File: config.mk
export PLATFORM = sky130hd
export DESIGN_NAME = irq_split_ctrl
export DESIGN_NICKNAME = d
export VERILOG_FILES = /design/src/rtl/irq_split_pkg.sv /design/src/rtl/irq_cause_reg.sv /design/src/rtl/irq_mask_reg.sv /design/src/rtl/irq_out_gen.sv /design/src/rtl/irq_split_ctrl.sv
export SDC_FILE = /design/constraint.sdc
export NUM_CORES = 1
export LEC_CHECK = 0
export BUFFER_PORTS_ARGS = -buffer_cell sky130_fd_sc_hd__buf_4
export CAP_MARGIN = 20
export CELL_PAD_IN_SITES_DETAIL_PLACEMENT = 2
export CELL_PAD_IN_SITES_GLOBAL_PLACEMENT = 2
export CORE_ASPECT_RATIO = 0.8
export CORE_MARGIN = 3
export CORE_UTILIZATION = 35
export CTS_BUF_LIST = sky130_fd_sc_hd__clkbuf_4 sky130_fd_sc_hd__clkbuf_8
export DETAILED_ROUTE_END_ITERATION = 10
export PLACE_DENSITY = 0.86
export REMOVE_ABC_BUFFERS = 1
export SYNTH_ARGS = -nofsm -noshare
export SYNTH_HDL_FRONTEND = slang
export SYNTH_SLANG_ARGS = --single-unit
File: constraint.sdc
create_clock -name clk_i -period 1.8 [get_ports clk_i]
set_input_delay 0 -clock clk_i [delete_from_list [all_inputs] [get_ports clk_i]]
set_output_delay 0 -clock clk_i [all_outputs]
set_load 0.01 [all_outputs]
File: src/rtl/irq_split_pkg.sv
package irq_split_pkg;
  localparam int unsigned IRQ_W_DEF   = 32;
  localparam int unsigned INTX_LO_DEF = 24;
  localparam int unsigned INTX_N_DEF  = 4;

  typedef enum logic {
    SEL_CAUSE  = 1'b0,
    SEL_UNMASK = 1'b1
  } reg_sel_e;
endpackage

File: src/rtl/irq_cause_reg.sv
module irq_cause_reg #(
  parameter int unsigned W = 32
) (
  input  logic         clk_i,
  input  logic         rst_ni,
  input  logic [W-1:0] set_i,
  input  logic [W-1:0] clr_i,
  output logic [W-1:0] cause_d_o,
  output logic [W-1:0] cause_q_o
);
  logic [W-1:0] cause_d;
  logic [W-1:0] cause_q;

  // A set applied in the same cycle as a clear wins.
  always_comb begin
    cause_d = (cause_q & ~clr_i) | set_i;
  end

  always_ff @(posedge clk_i or negedge rst_ni) begin
    if (!rst_ni) cause_q <= '0;
    else         cause_q <= cause_d;
  end

  assign cause_d_o = cause_d;
  assign cause_q_o = cause_q;
endmodule

File: src/rtl/irq_mask_reg.sv
module irq_mask_reg #(
  parameter int unsigned W = 32
) (
  input  logic         clk_i,
  input  logic         rst_ni,
  input  logic         wr_en_i,
  input  logic [W-1:0] wdata_i,
  output logic [W-1:0] mask_d_o,
  output logic [W-1:0] mask_q_o
);
  logic [W-1:0] mask_d;
  logic [W-1:0] mask_q;

  always_comb begin
    mask_d = mask_q;
    if (wr_en_i) mask_d = wdata_i;
  end

  always_ff @(posedge clk_i or negedge rst_ni) begin
    if (!rst_ni) mask_q <= '0;
    else         mask_q <= mask_d;
  end

  assign mask_d_o = mask_d;
  assign mask_q_o = mask_q;
endmodule

File: src/rtl/irq_out_gen.sv
module irq_out_gen #(
  parameter int unsigned W       = 32,
  parameter int unsigned INTX_LO = 24,
  parameter int unsigned INTX_N  = 4
) (
  input  logic         clk_i,
  input  logic         rst_ni,
  input  logic [W-1:0] cause_d_i,
  input  logic [W-1:0] mask_d_i,
  output logic         intx_o,
  output logic         err_o
);
  logic [W-1:0] grp_sel;
  logic [W-1:0] qual;
  logic         intx_d, err_d, intx_q, err_q;

  // Mark the bit positions that belong to the legacy group.
  for (genvar g = 0; g < W; g++) begin : g_grp
    if (g >= INTX_LO && g < INTX_LO + INTX_N) begin : g_in
      assign grp_sel[g] = 1'b1;
    end else begin : g_out
      assign grp_sel[g] = 1'b0;
    end
  end

  always_comb begin
    qual   = cause_d_i & mask_d_i;
    intx_d = |(qual & grp_sel);
    err_d  = |(qual & ~grp_sel);
  end

  always_ff @(posedge clk_i or negedge rst_ni) begin
    if (!rst_ni) begin
      intx_q <= 1'b0;
      err_q  <= 1'b0;
    end else begin
      intx_q <= intx_d;
      err_q  <= err_d;
    end
  end

  assign intx_o = intx_q;
  assign err_o  = err_q;
endmodule

File: src/rtl/irq_split_ctrl.sv
module irq_split_ctrl
  import irq_split_pkg::*;
#(
  parameter int unsigned W       = IRQ_W_DEF,
  parameter int unsigned INTX_LO = INTX_LO_DEF,
  parameter int unsigned INTX_N  = INTX_N_DEF
) (
  input  logic         clk_i,
  input  logic         rst_ni,
  input  logic [W-1:0] evt_i,
  input  logic         reg_wr_i,
  input  logic         reg_sel_i,
  input  logic [W-1:0] reg_wdata_i,
  output logic [W-1:0] reg_rdata_o,
  output logic         irq_intx_o,
  output logic         irq_err_o
);
  reg_sel_e     sel;
  logic [W-1:0] clr_vec;
  logic         mask_wr;
  logic [W-1:0] cause_d, cause_q, unmask_d, unmask_q;

  always_comb begin
    sel     = reg_sel_e'(reg_sel_i);
    clr_vec = (reg_wr_i && sel == SEL_CAUSE) ? reg_wdata_i : '0;
    mask_wr = reg_wr_i && sel == SEL_UNMASK;
  end

  irq_cause_reg #(.W(W)) u_cause (
    .clk_i(clk_i), .rst_ni(rst_ni), .set_i(evt_i), .clr_i(clr_vec),
    .cause_d_o(cause_d), .cause_q_o(cause_q)
  );

  irq_mask_reg #(.W(W)) u_mask (
    .clk_i(clk_i), .rst_ni(rst_ni), .wr_en_i(mask_wr), .wdata_i(reg_wdata_i),
    .mask_d_o(unmask_d), .mask_q_o(unmask_q)
  );

  irq_out_gen #(.W(W), .INTX_LO(INTX_LO), .INTX_N(INTX_N)) u_out (
    .clk_i(clk_i), .rst_ni(rst_ni), .cause_d_i(cause_d), .mask_d_i(unmask_d),
    .intx_o(irq_intx_o), .err_o(irq_err_o)
  );

  always_comb begin
    reg_rdata_o = (sel == SEL_UNMASK) ? unmask_q : cause_q;
  end
endmodule

==> results of run 1 <==
==> cell families after synthesis <==
logic type	after synthesis	synth area share [%]
and+or+nand+nor	142	18.5
AOI/OAI and AO/OA	114	21.1
DFF	66	45.0
muxes	36	10.9
buffers and inverters	36	4.57
==> metrics by stage <==
| stage | instance area, um^2 | utilization [%] | std cells | hold slack (ns) | setup slack [ns] |
|---|---|---|---|---|---|
| after detailed placement | 4600 | 46.4 | 620 | -0.0425 | 0.129 |
| after floorplan | 3550 | - | 370 | -0.296 | 0.267 |
| after global placement | 4600 | 46.4 | 620 | -0.0573 | 0.211 |
==> synth_stat cells, drive strengths merged <==
cell type   n  area share (%)
o32ai      12             3.5
nand4       1            0.17
nor4        4            0.68
a21oi       4            0.55
dfrtp      66              45
o21a       12             2.5
nand2b     17             3.1
nor3b      12             2.5
a22oi       2            0.41
o22ai      40             6.8
nand2      94             9.6
a21o       20             4.1
mux2i       4             1.1
and2        1            0.24
buf        14             2.3
mux2       32             9.8
o21ai      24             3.3
clkbuf     10             1.1
inv        12             1.2
nor2b      13             2.2
==> results.yml, run 1 <==
synthesis:
  yosysWarnings: 0
  yosysUniqueCellTypes: 26
  synthCells: 394
  synth_area_mm2: 0.00367
  ys_seq_elements: 66
  avgSynthCellArea_um2: 9.32
  synth-seq-area-share_pct: 45.0
clocking:
  cts_buffer_depth: 2
  cts_resized: 0
  cts_made_buffers: 9
  root_buffer: "clkbuf_8"
  cts.htree.levels: 3
  numClockSinks: 66
  post-cts-setup-buffer-count: 0
  ctsHoldBuffers: 76
placement:
  gp_congestion: 0.793
  hpwl_um: 9660
  numPortBuffers: 101
die:
  die_y_um: 97.6
  die_x_um: 121
  ios: 102
  rows: 32
  start_util_pct: 37.0
status:
  toolErrorMsg: "[ERROR DPL-0033] detailed placement checks failed during check placement."
  stop_stage: "clock tree synthesis (4_1_cts)"
  status: "stopped before the end"
==> inputs of run 2 (changes only) <==
--- a/config.mk
+++ b/config.mk
@@ -7,14 +7,10 @@
 export LEC_CHECK = 0
 export BUFFER_PORTS_ARGS = -buffer_cell sky130_fd_sc_hd__buf_4
 export CAP_MARGIN = 20
-export CELL_PAD_IN_SITES_DETAIL_PLACEMENT = 2
-export CELL_PAD_IN_SITES_GLOBAL_PLACEMENT = 2
-export CORE_ASPECT_RATIO = 0.8
 export CORE_MARGIN = 3
-export CORE_UTILIZATION = 35
-export CTS_BUF_LIST = sky130_fd_sc_hd__clkbuf_4 sky130_fd_sc_hd__clkbuf_8
+export CORE_UTILIZATION = 40
 export DETAILED_ROUTE_END_ITERATION = 10
-export PLACE_DENSITY = 0.86
+export PLACE_DENSITY_LB_ADDON = 0.15
 export REMOVE_ABC_BUFFERS = 1
 export SYNTH_ARGS = -nofsm -noshare
 export SYNTH_HDL_FRONTEND = slang
==> results.yml, run 2 <==
min_path:
  holdPathEnd: "u_mask.mask_q_o[30]"
  worstHoldPathCells: 3
  min_path_type: "in -> reg"
  hp-start: "reg_wdata_i[30]"
worst_setup_path:
  r2r-end: "u_out.err_o"
  required_ns: 2.02
  ff2ff_setup_slack_ns: 0.43
  reg2reg_from: "u_cause.cause_q_o[16]"
  cp-end-kind: "register"
  path_class: "in -> reg"
  worst-path-max-fanout: 39
  start_kind: "input port"
  worstPathArrival_ns: 1.79
  r2r_cells: 4
clocking:
  clk_pin_slew_ns: 0.07
  post-cts-setup-buffer-count: 0
  numClockSinks: 66
  root_buffer: "clkbuf_8"
  cts_made_buffers: 9
  cts_tree: "built"
  cts_buffer_depth: 2
  cts_resized: 0
  cts.htree.levels: 3
  insertion_delay_ns: 0.35
synthesis:
  synth-seq-area-share_pct: 45.0
  synthCells: 394
  synth_edf_count: 0
  ys_top_cells_by_count: "nand2_1, dfrtp_1, o22ai_1"
  avgSynthCellArea_um2: 9.32
  yosysUniqueCellTypes: 26
  synth.most_common_cell: "nand2_1"
  yosys-top-cells-area: "dfrtp_1, mux2_2, nand2_1"
  synth_top_area_share_pct: 45.0
  synth_top_cell_by_area: "dfrtp_1"
  synth-compound-area-share_pct: 21.1
  synth_top_family_by_area: "compound AO/OA/AOI/OAI gates"
  synthXorXnorAreaFrac_pct: 0
  synthArstFlopShare_pct: 100
  muxShareOfSynthArea_pct: 10.9
  synth_area_mm2: 0.00367
  yosysWarnings: 0
  synth_simple_gate_area_share_pct: 18.5
  synthAdderAreaFrac_pct: 0
  dominantRegCellSynth: "dfrtp_1"
  ys_seq_elements: 66
global_route:
  grt_max_degree: 49
  grt_pass1_wl_um: 17300
  grt_usage_pct: 21.3
  grt_pass1_vias: 3562
  overflow: 0
  antenna_found_initial: 0
pwr:
  p_int_uw: 2940
  clockPowerShare_pct: 32.1
  p_leak_uw: 0.00238
  ir_drop_uv: 486
  seqPwrFrac_pct: 42.0
  p_switching_uw: 1130
  p_sw_share_pct: 27.8
  p_comb_share_pct: 25.8
  power_uw: 4080
  powerDensity_mw_per_mm2: 732
finish:
  area_growth_pct: 51.6
  insertedDiodeCount: 0
  fin_area_mm2: 0.00557
  drive_above_1_share_pct: 28.1
  layout_common_cells: "buf_4, nand2_1, dlygate4sd3_1, dfrtp_1, o22ai_1"
  nets: 641
  final_common_cell: "buf_4"
timing:
  fin_skew_ns: 0.0126
  worst_pin_slew_ns: 0.564
  final.setup.tns_ns: 0
  fin_crit_ns: 1.57
  rsz0062_at_grt: "false"
  min_period_over_period_pct: 87.0
  maxSlewHeadroom_pct: 62.4
  finalMaxSlewViolations: 0
  fmax_ghz: 0.639
  setup_viol: 0
  finalHoldViolCount: 0
  layout_setup_ws_ns: 0.234
  whs_ns: 0.0178
placement:
  gp_congestion: 0.845
  place_ws_ns: 0.183
  placed_area_mm2: 0.00453
  hpwl_um: 6850
  numPortBuffers: 101
route:
  firstDrtPassIters: 5
  highest_layer: "met4"
  wl_um: 10900
  vias_per_cell: 5.25
  vias: 3595
  dr_wl_met2_um: 5180
  drc_errors: 0
  ant_nets: 0
  routedWlPerCell_um: 15.9
  drt_iter0_drc: 187
  wl_met3_um: 549
  wl_met1_um: 4970
status:
  status: "complete, no violations"
run:
  drv_cap: 0
die:
  start_util_pct: 41.7
  core-area_mm2: 0.00881
  die_x_um: 102
  ios: 102
  die_y_um: 102
  die_area_mm2: 0.0104
  rows: 34
==> run 2: repair_timing <==
action / CTS / global route
endpoints found under the setup margin: 0 / 0
hold buffers: 83 / 0
hold endpoints to repair: 130 / 0
==> run 2: power by group through the flow <==
stage / logic, uW / registers (uW) / clock network (uW)
floorplan: 453 / 1710 / 0
global placement: 897 / 1730 / 0
detailed placement: 907 / 1740 / 0
CTS: 1050 / 1710 / 1340
global route: 1150 / 1730 / 1410
finish: 1050 / 1710 / 1310
==> run 2: routing by layer <==
layer  GRT usage (%)  vias to the layer above
met5               0                        -
met4            7.46                        0
met3            3.93                       17
met2            34.6                      116
met1            28.7                     1705
li1                -                     1757
==> run 2: worst max-delay path by stage <==
stage,start,to,slack (ns),depth (start not counted)
after CTS,reg_sel_i,u_cause.cause_q_o[8],0.30,7
after global routing,reg_sel_i,u_cause.cause_q_o[8],0.20,7
after detailed placement,reg_wr_i,u_out.err_o,0.18,6
after global placement,reg_wr_i,u_out.err_o,0.24,6
after floorplan,reg_wr_i,u_out.err_o,0.27,5
final,reg_sel_i,u_cause.cause_q_o[8],0.23,7
==> run 2: critical path: stages <==
cell and delay [ns]:
buf_4 0.19, buf_12 0.21, nor2b_2 0.29, buf_4 0.26, nand2_1 0.08, a21o_1 0.17, dlygate4sd3_1 0.56
==> run 2: cells by family (layout without fill, tap and decap cells) <==
logic type	after synthesis	after routing
compound gates	114	114
buf+inv	36	219
flops	66	66
mux	36	36
simple gates	142	142
==> run 2: area by class of cell <==
cell class	instances	area, um^2
clock buffers	13	169
repair buffers	192	1670
clock inverters	2	35.0
fillers	752	3240
multi-input cells	292	1860
well taps	108	135
flip-flops and latches	66	1650
inverters	12	45.0
==> run 2: through the flow <==
stage	instances	utilization, %
after floorplan	370	-
after global placement	587	51.5
after detailed placement	587	51.5
after CTS	685	63.2
after global routing	685	63.2
final	685	63.2
Power figures use the tool's default switching activity.
==> inputs of run 3 (changes only) <==
--- a/config.mk
+++ b/config.mk
@@ -10,7 +10,7 @@
 export CORE_MARGIN = 3
 export CORE_UTILIZATION = 40
 export DETAILED_ROUTE_END_ITERATION = 10
-export PLACE_DENSITY_LB_ADDON = 0.15
+export PLACE_DENSITY = 0.75
 export REMOVE_ABC_BUFFERS = 1
 export SYNTH_ARGS = -nofsm -noshare
 export SYNTH_HDL_FRONTEND = slang
==> results.yml, run 3 (same netlist as run 2, synthesis figures left out) <==
clocking:
  cts_buffer_depth: 2
  ctsHoldBuffers: 85
  cts.htree.levels: 3
  insertion_delay_ns: 0.34
  numClockSinks: 66
  root_buffer: "clkbuf_8"
  clk_pin_slew_ns: 0.07
  cts_made_buffers: 9
  post-cts-setup-buffer-count: 0
  cts_resized: 0
  cts_tree: "built"
placement:
  numPortBuffers: 101
  dpl.cell_count: 588
  place_ws_ns: 0.146
  hpwl_um: 7010
  gp_congestion: 0.840
pwr:
  p_leak_uw: 0.00240
  seqPwrFrac_pct: 39.9
  p_int_uw: 3120
  powerDensity_mw_per_mm2: 761
  p_sw_share_pct: 27.2
  p_comb_share_pct: 25.0
  clockPowerShare_pct: 35.1
  ir_drop_uv: 471
  p_switching_uw: 1170
route:
  firstDrtPassIters: 5
  drc_errors: 0
  routedWlPerCell_um: 16.1
  vias: 3626
  wl_um: 11100
  ant_nets: 0
  vias_per_cell: 5.26
  drt_iter0_drc: 174
global_route:
  grt_max_degree: 67
  grt_pass1_vias: 3797
  grt_pass1_wl_um: 17900
  grt_usage_pct: 22.0
  overflow: 0
  antenna_found_initial: 0
finish:
  final_common_cell: "buf_4"
  drive_above_1_share_pct: 28.4
  layout_common_cells: "buf_4, nand2_1, dlygate4sd3_1, dfrtp_1, o22ai_1"
  fill_cells: 718
  fin_cells: 689
  nets: 644
  insertedDiodeCount: 0
  area_growth_pct: 53.4
timing:
  fin_crit_ns: 1.49
  fin_skew_ns: 0.00671
  fmax_ghz: 0.669
  layout_setup_ws_ns: 0.306
  maxSlewHeadroom_pct: 43.0
  min_period_over_period_pct: 83.0
  finalMaxSlewViolations: 0
  final.setup.tns_ns: 0
  finalHoldViolCount: 0
  rsz0062_at_grt: "false"
  setup_viol: 0
  worst_pin_slew_ns: 0.855
die:
  die_x_um: 102
  start_util_pct: 41.7
  die_area_mm2: 0.0104
  rows: 34
  core-area_mm2: 0.00881
  die_y_um: 102
  ios: 102
worst_setup_path:
  worst-path-max-fanout: 3
  reg2reg_from: "u_cause.cause_q_o[13]"
  worstPathArrival_ns: 1.69
  r2r_cells: 4
  ff2ff_setup_slack_ns: 0.34
  path_class: "in -> reg"
  required_ns: 1.99
  start_kind: "input port"
  cp-end-kind: "register"
  r2r-end: "u_out.err_o"
min_path:
  holdPathEnd: "u_mask.mask_q_o[20]"
  min_path_type: "in -> reg"
  worstHoldPathCells: 3
  hp-start: "reg_wr_i"
status:
  status: "complete, no violations"
run:
  drv_cap: 0
run 3: through the flow:
stage / power [uW] / hold WS, ns / area, um^2 / util [%]
floorplan: 2160 / -0.296 / 3550 / -
finish: 4280 / 0.273 / 5630 / 64.0
global route: 4500 / 0.309 / 5630 / 64.0
detailed placement: 2650 / 0.162 / 4540 / 51.5
CTS: 4310 / 0.263 / 5630 / 64.0
global placement: 2620 / 0.162 / 4540 / 51.5
run 3: worst max-delay path by stage:
| stage | depth (start not counted) | slack, ns | to | from |
|---|---|---|---|---|
| 6_report | 7 | 0.31 | u_out.err_o | evt_i[22] |
| 5_1_grt | 7 | 0.23 | u_out.err_o | evt_i[22] |
| 4_1_cts | 7 | 0.32 | u_out.err_o | evt_i[22] |
| 3_5_place_dp | 7 | 0.15 | u_out.err_o | reg_sel_i |
| 3_3_place_gp | 6 | 0.19 | u_out.err_o | reg_sel_i |
| 2_1_floorplan | 5 | 0.27 | u_out.err_o | reg_wr_i |
run 3: metal layers:
| layer | vias to the layer above | global-route usage, % | part of all wire [%] |
|---|---|---|---|
| met5 | - | 0 | 0 |
| met4 | 0 | 8.18 | 2.1 |
| met3 | 18 | 5.37 | 5.4 |
| met2 | 120 | 37.0 | 50 |
| met1 | 1720 | 27.3 | 42 |
| li1 | 1768 | - | - |
run 3: power by group through the flow:
stage / clock, uW / combinational (uW) / sequential [uW]
global placement: 0 / 895 / 1730
floorplan: 0 / 453 / 1710
finish: 1500 / 1070 / 1710
detailed placement: 0 / 911 / 1740
CTS: 1540 / 1060 / 1710
global route: 1600 / 1170 / 1730
run 3: layout make-up:
| cell class | instances | area, um^2 | share of cell area (%) |
|---|---|---|---|
| flip-flops and latches | 66 | 1650 | 29.3 |
| repair buffers | 195 | 1700 | 30.2 |
| clock inverters | 7 | 118 | 2.09 |
| inverters | 12 | 45.0 | 0.800 |
| well taps | 108 | 135 | 2.40 |
| clock buffers | 9 | 124 | 2.20 |
| multi-input cells | 292 | 1860 | 33.0 |
run 3: critical path, cell delays in order:
cell and delay, ns:
dlygate4sd3_1 0.53, buf_4 0.14, nand2b_1 0.13, mux2i_1 0.12
a21oi_1 0.08, nor4_1 0.53, nand4_1 0.15
